## config.mk

```make
export PLATFORM = sky130hd
export DESIGN_NAME = cart_mapper
export DESIGN_NICKNAME = d
export VERILOG_FILES = /design/src/rtl/cart_map_pkg.sv /design/src/rtl/bank_shift_reg.sv /design/src/rtl/bank_active_reg.sv /design/src/rtl/addr_xlate.sv /design/src/rtl/cart_mapper.sv
export SDC_FILE = /design/constraint.sdc
export NUM_CORES = 1
export LEC_CHECK = 0
export BUFFER_PORTS_ARGS = -buffer_cell sky130_fd_sc_hd__buf_2
export CAP_MARGIN = 20
export CORE_UTILIZATION = 42
export CTS_BUF_LIST = sky130_fd_sc_hd__clkbuf_8
export DETAILED_ROUTE_END_ITERATION = 10
export GPL_TIMING_DRIVEN = 0
export PLACE_DENSITY = 0.8
export SLEW_MARGIN = 25
export SYNTH_ARGS = -nofsm -noshare
export SYNTH_HDL_FRONTEND = slang
export SYNTH_SLANG_ARGS = --single-unit
```

## constraint.sdc

```tcl
create_clock -name clk -period 1.3 [get_ports clk]
set_clock_uncertainty 0.2 [all_clocks]
set_input_delay 0.39 -clock clk [delete_from_list [all_inputs] [get_ports clk]]
set_output_delay 0.39 -clock clk [all_outputs]
set_load 0.03 [all_outputs]
```

## src/rtl/cart_map_pkg.sv

```systemverilog
package cart_map_pkg;
    localparam int BANK_BITS  = 7;
    localparam int OFFS_BITS  = 14;
    localparam int CPU_ABITS  = 16;
    localparam int FLASH_ABITS = BANK_BITS + OFFS_BITS;

    typedef enum logic [1:0] {
        SER_IDLE  = 2'b00,
        SER_SHIFT = 2'b01,
        SER_LATCH = 2'b10,
        SER_BOTH  = 2'b11
    } ser_op_e;

    function automatic ser_op_e decode_ser(input logic shift, input logic latch);
        return ser_op_e'({latch, shift});
    endfunction
endpackage

```

## src/rtl/bank_shift_reg.sv

```systemverilog
module bank_shift_reg #(
    parameter int W = cart_map_pkg::BANK_BITS
) (
    input  logic         clk,
    input  logic         rst,
    input  logic         shift_en,
    input  logic         ser_bit,
    output logic [W-1:0] shadow
);
    always_ff @(posedge clk) begin
        if (rst)
            shadow <= '0;
        else if (shift_en)
            shadow <= {shadow[W-2:0], ser_bit};
    end

    a_r5_shadow_hold: assert property (@(posedge clk) disable iff (rst)
        !shift_en |=> $stable(shadow));
endmodule

```

## src/rtl/bank_active_reg.sv

```systemverilog
module bank_active_reg #(
    parameter int W = cart_map_pkg::BANK_BITS
) (
    input  logic         clk,
    input  logic         rst,
    input  logic         latch,
    input  logic [W-1:0] shadow_in,
    output logic [W-1:0] bank
);
    always_ff @(posedge clk) begin
        if (rst)
            bank <= '0;
        else if (latch)
            bank <= shadow_in;
    end

    a_r6_latch_copy: assert property (@(posedge clk) disable iff (rst)
        latch |=> bank == $past(shadow_in));
    a_r5_bank_hold: assert property (@(posedge clk) disable iff (rst)
        !latch |=> $stable(bank));
endmodule

```

## src/rtl/addr_xlate.sv

```systemverilog
module addr_xlate #(
    parameter int BANK_W = cart_map_pkg::BANK_BITS,
    parameter int OFFS_W = cart_map_pkg::OFFS_BITS,
    parameter int CPU_W  = cart_map_pkg::CPU_ABITS,
    localparam int FL_W  = BANK_W + OFFS_W
) (
    input  logic [CPU_W-1:0]  cpu_addr,
    input  logic [BANK_W-1:0] bank,
    output logic [FL_W-1:0]   flash_addr,
    output logic              flash_ce_n
);
    logic              upper_half;
    logic [BANK_W-1:0] hi_bits;

    assign upper_half = cpu_addr[OFFS_W];

    always_comb begin
        if (upper_half)
            hi_bits = '1;
        else
            hi_bits = bank;
    end

    assign flash_addr = {hi_bits, cpu_addr[OFFS_W-1:0]};
    assign flash_ce_n = ~cpu_addr[CPU_W-1];
endmodule

```

## src/rtl/cart_mapper.sv

```systemverilog
module cart_mapper #(
    parameter int BANK_W = cart_map_pkg::BANK_BITS,
    parameter int OFFS_W = cart_map_pkg::OFFS_BITS,
    parameter int CPU_W  = cart_map_pkg::CPU_ABITS,
    localparam int FL_W  = BANK_W + OFFS_W
) (
    input  logic             clk,
    input  logic             rst,
    input  logic [CPU_W-1:0] cpu_addr,
    input  logic             ser_bit,
    input  logic             ser_shift,
    input  logic             bank_latch,
    output logic [FL_W-1:0]  flash_addr,
    output logic             flash_ce_n
);
    import cart_map_pkg::*;

    ser_op_e           op;
    logic              do_shift;
    logic              do_latch;
    logic [BANK_W-1:0] shadow_q;
    logic [BANK_W-1:0] bank_q;

    assign op       = decode_ser(ser_shift, bank_latch);
    assign do_shift = (op == SER_SHIFT) || (op == SER_BOTH);
    assign do_latch = (op == SER_LATCH) || (op == SER_BOTH);

    bank_shift_reg #(.W(BANK_W)) u_shift (
        .clk(clk), .rst(rst), .shift_en(do_shift),
        .ser_bit(ser_bit), .shadow(shadow_q)
    );

    bank_active_reg #(.W(BANK_W)) u_active (
        .clk(clk), .rst(rst), .latch(do_latch),
        .shadow_in(shadow_q), .bank(bank_q)
    );

    addr_xlate #(.BANK_W(BANK_W), .OFFS_W(OFFS_W), .CPU_W(CPU_W)) u_xlate (
        .cpu_addr(cpu_addr), .bank(bank_q),
        .flash_addr(flash_addr), .flash_ce_n(flash_ce_n)
    );

    a_r2_switch_window: assert property (@(posedge clk) disable iff (rst)
        !cpu_addr[OFFS_W] |-> (flash_addr[FL_W-1:OFFS_W] == bank_q) &&
                              (flash_addr[OFFS_W-1:0] == cpu_addr[OFFS_W-1:0]));
    a_r3_fixed_window: assert property (@(posedge clk) disable iff (rst)
        cpu_addr[OFFS_W] |-> (&flash_addr[FL_W-1:OFFS_W]));
    a_r9_both_ops: assert property (@(posedge clk) disable iff (rst)
        (ser_shift && bank_latch) |=> (bank_q == $past(shadow_q)) &&
                                      (shadow_q[0] == $past(ser_bit)));
    a_r1_chip_enable: assert property (@(posedge clk) disable iff (rst)
        cpu_addr[CPU_W-1] |-> !flash_ce_n);
endmodule

```

# Word-level counts from Yosys, hierarchy flattened
# Cells that the tools add are included.
# Widths: inputs -> output; s select.
[totals]
reg_bits = 14
[op_classes]
eq_ne = 3
muxes = 1
bitwise = 1
reduce_logical = 2
[op_table]
columns = ["operator", "count"]
rows = [
  ["$mux 7", 1],
  ["$eq 2x2->1 const B", 2],
  ["$eq 2x1->1 const B", 1],
  ["$logic_or 1x1->1", 2],
  ["$not 1->1", 1],
]

# Logic depth before layout (Yosys ltp)
[depth]
depth_word = 2
depth_mapped = 3

# Cells and area by module
# A second synthesis with hierarchy kept.
[unflattened]
cells_unflattened = 68
hier_area_um2 = 655.6
[modules_own_cells]
columns = ["module", "n_inst", "cells_each", "area_each_um2"]
rows = [
  ["bank_active_reg", 1, 22, 247.7],
  ["bank_shift_reg", 1, 22, 247.7],
  ["addr_xlate", 1, 22, 152.6],
  ["cart_mapper", 1, 2, 7.5],
]

# Least setup slack after synthesis
# OpenSTA, ideal clock, no wires.
[synth_path]
path_type = "input-to-output"
from = "in cpu_addr[14]"
to = "out flash_addr[14]"
arrival_ns = 0.738
slack_ns = -0.028
path_stages = 1
path_buffers = 0
path_cell_list = "or2_2"
[synth_via]
elab_chain_cells = 1
[synth_lines]
columns = ["element", "line", "text"]
rows = [
  ["start, declared", "cart_mapper.sv:9", "input logic [CPU_W-1:0] cpu_addr,"],
  ["$mux 7", "addr_xlate.sv:18", "if (upper_half)"],
  ["end, declared", "cart_mapper.sv:13", "output logic [FL_W-1:0] flash_addr,"],
]
# Every way passes these cells.

# Worst setup path in the final report
[layout_path]
from = "reg u_active.bank[2]"
to = "out flash_addr[16]"
[layout_via]
elab_chain_cells = 1
[layout_lines]
columns = ["element", "line", "text"]
rows = [
  ["start, declared", "bank_active_reg.sv:8", "output logic [W-1:0] bank"],
  ["start signal, assigned", "bank_active_reg.sv:14", "bank <= shadow_in;"],
  ["$mux 7", "addr_xlate.sv:18", ""],
]
# Every way passes these cells.

==> out/metrics.yaml <==
status:
  status: "finished with violations"
  violations: "setup timing"
layout:
  fill_cells: 94
  final_cell_mix: "18 x buf_2, 16 x buf_4, 14 x mux2i_1, 14 x nor2_1, 10 x buf_6"
  post-route-cell-area_um2: 930
  multiInputGateArea_um2: 254
  final_common_cell: "buf_2"
  seq_area_um2: 289
  drive_gt1_frac: 0.629
  nNetsFinal: 120
  area_growth_pct: 42.3
  antenna_cells: 0
timing:
  fin_crit_sh: 1.16
  clock.fmax_ghz: 0.664
  hold_viol_final: 0
  period_minus_slack_ps: 1510
  slew_viol_final: 0
  worstMarginPinSlew_ps: 144
  setup-tns-final_ps: -1390
  rsz0062_at_grt: "yes"
  setup_viol_count_final: 7
  max_slew_margin: 0.901
  setup_ws_ps: -207
clocking:
  numCtsBuffers: 3
  cts_tree: "yes"
  ctsHoldBuffers: 0
  clock-sinks: 14
  worstSkewPairLatency_ps: 240
  cts_buffer_depth: 2
  root_buffer: "clkbuf_8"
  clk_pin_slew_ps: 60
  h-tree-depth: 1
pwr:
  leakagePower_nw: 0.481
  peakVddDrop_v: 0.000536
  p_per_area_nw_per_um2: 1090
place:
  place.gp.congestion: 0.729
  numPortBuffers: 26
  placed_area_um2: 820
  dp_hpwl_um: 761
worst_setup_path:
  start_kind: "flip-flop"
  end_kind: "primary output"
  critical_path_arrival_ps: 920
  worstSetupPathType: "flip-flop to primary output"
  worst-endpoint-required_ps: 710
  worstPathMaxFanout: 2
detailed_routing:
  postRouteAntennaNets: 0
  drc_errors: 0
  via_count: 505
  drt_pass1_iterations: 4
  drtIter0Drc: 7
  wl_mm: 1.16
  wl_per_cell_um: 10.4
  avgViaCountPerCell: 4.51
synthesis:
  synth_nets: 88
  syn_avg_cell_area_um2: 9.75
  ys_seq_elements: 14
  ys.warnings.count: 0
  synth_cell_types: 8
  syn_inst: 67
  synth_area_um2: 653
  yosysSeqAreaShare: 0.429
floorplanning:
  ios: 43
  fp.dieW_um: 41.4
  placementRows: 13
  die-area_um2: 1720
  core_um2: 1370
  die_h_um: 41.4
  initial_utilization: 0.478
flow_run:
  maxCapViolCount: 0
global_route:
  grt_pass1_wl_mm: 1.80
  grt_overflow: 0
  track_usage: 0.140
  grt_pass1_vias: 431
  antenna_found_initial: 0
  grt_max_degree: 11
hold_path:
  hold_class: "primary input to flip-flop"
## worst max-delay path, stage by stage (launching register included)
cell,delay [ps]
dfxtp_2,320
or2_4,220
buf_6,140
## state kept, by name (all words and copies together) (netlist names)
signal          count
u_active.bank       7
u_shift.shadow      7
## stage by stage
| step | util | std cells | total power, mW | setup slack [ps] | hold WS (ps) |
|---|---|---|---|---|---|
| 2_1_floorplan | - | 67 | 0.609 | 60.9 | 260 |
| 3_3_place_gp | 0.600 | 108 | 0.653 | -238 | 273 |
| 3_5_place_dp | 0.600 | 108 | 0.654 | -231 | 282 |
| 4_1_cts | 0.679 | 112 | 1.02 | -207 | 161 |
| 5_1_grt | 0.680 | 112 | 1.04 | -226 | 171 |
| 6_report | 0.680 | 112 | 1.01 | -207 | 165 |
## logic make-up (layout without fill, tap and decap cells)
| kind of cell | Yosys count | count (layout) | share of synthesized area |
|---|---|---|---|
| AND/OR/NAND/NOR | 21 | 21 | 0.148 |
| buffers and inverters | 18 | 48 | 0.209 |
| multiplexers | 14 | 14 | 0.215 |
| flip-flops | 14 | 14 | 0.429 |
## final cells by class
class                   instances  share of cell area
plain buffers                  17               0.143
clock buffers                   3              0.0444
inverters                       1             0.00404
multi-input cells              35               0.273
flip-flops and latches         14               0.311
well taps                      15              0.0202
repair buffers                 27               0.205
## synth_stat cells
cell type,instances,area share
buf_4,14,0.16
dfxtp_1,14,0.43
mux2i_1,14,0.21
nor2_1,14,0.080
or2_2,7,0.067
buf_6,2,0.034
buf_2,1,0.0077
inv_1,1,0.0057
## what timing repair did
| action | 4_1_cts | 5_1_grt |
|---|---|---|
| resized for setup | 23 | 2 |
| setup buffers | 1 | 0 |
| endpoints found under the setup margin | 7 | 8 |
| pin swaps | 7 | 0 |
## layer usage
layer | vias to the layer above | GRT usage | wire length (um)
li1 | 258 | - | -
met1 | 210 | 0.168 | 503
met2 | 33 | 0.213 | 529
met3 | 4 | 0.0435 | 99
met4 | 0 | 0.0968 | 27
met5 | - | 0 | 0
## report_power, final
group | internal, mW | total, mW | switching [mW]
clock network | 0.204 | 0.344 | 0.140
logic | 0.106 | 0.227 | 0.121
registers | 0.435 | 0.439 | 0.00384
total | 0.746 | 1.01 | 0.264
## path summary, 6_finish.rpt
kind                                 startpoint  depth (start not counted)  slack [ps]                       endpoint
setup / recovery  u_active.bank[2]$_SDFFE_PP0P_                          2        -210                 flash_addr[16]
hold / removal                              rst                          2         170  u_active.bank[6]$_SDFFE_PP0P_
setup reg to reg  u_active.bank[5]$_SDFFE_PP0P_                          3         380  u_active.bank[5]$_SDFFE_PP0P_
hold reg to reg   u_active.bank[4]$_SDFFE_PP0P_                          2         280  u_active.bank[4]$_SDFFE_PP0P_
No activity file was read; power rests on OpenSTA's default activity.
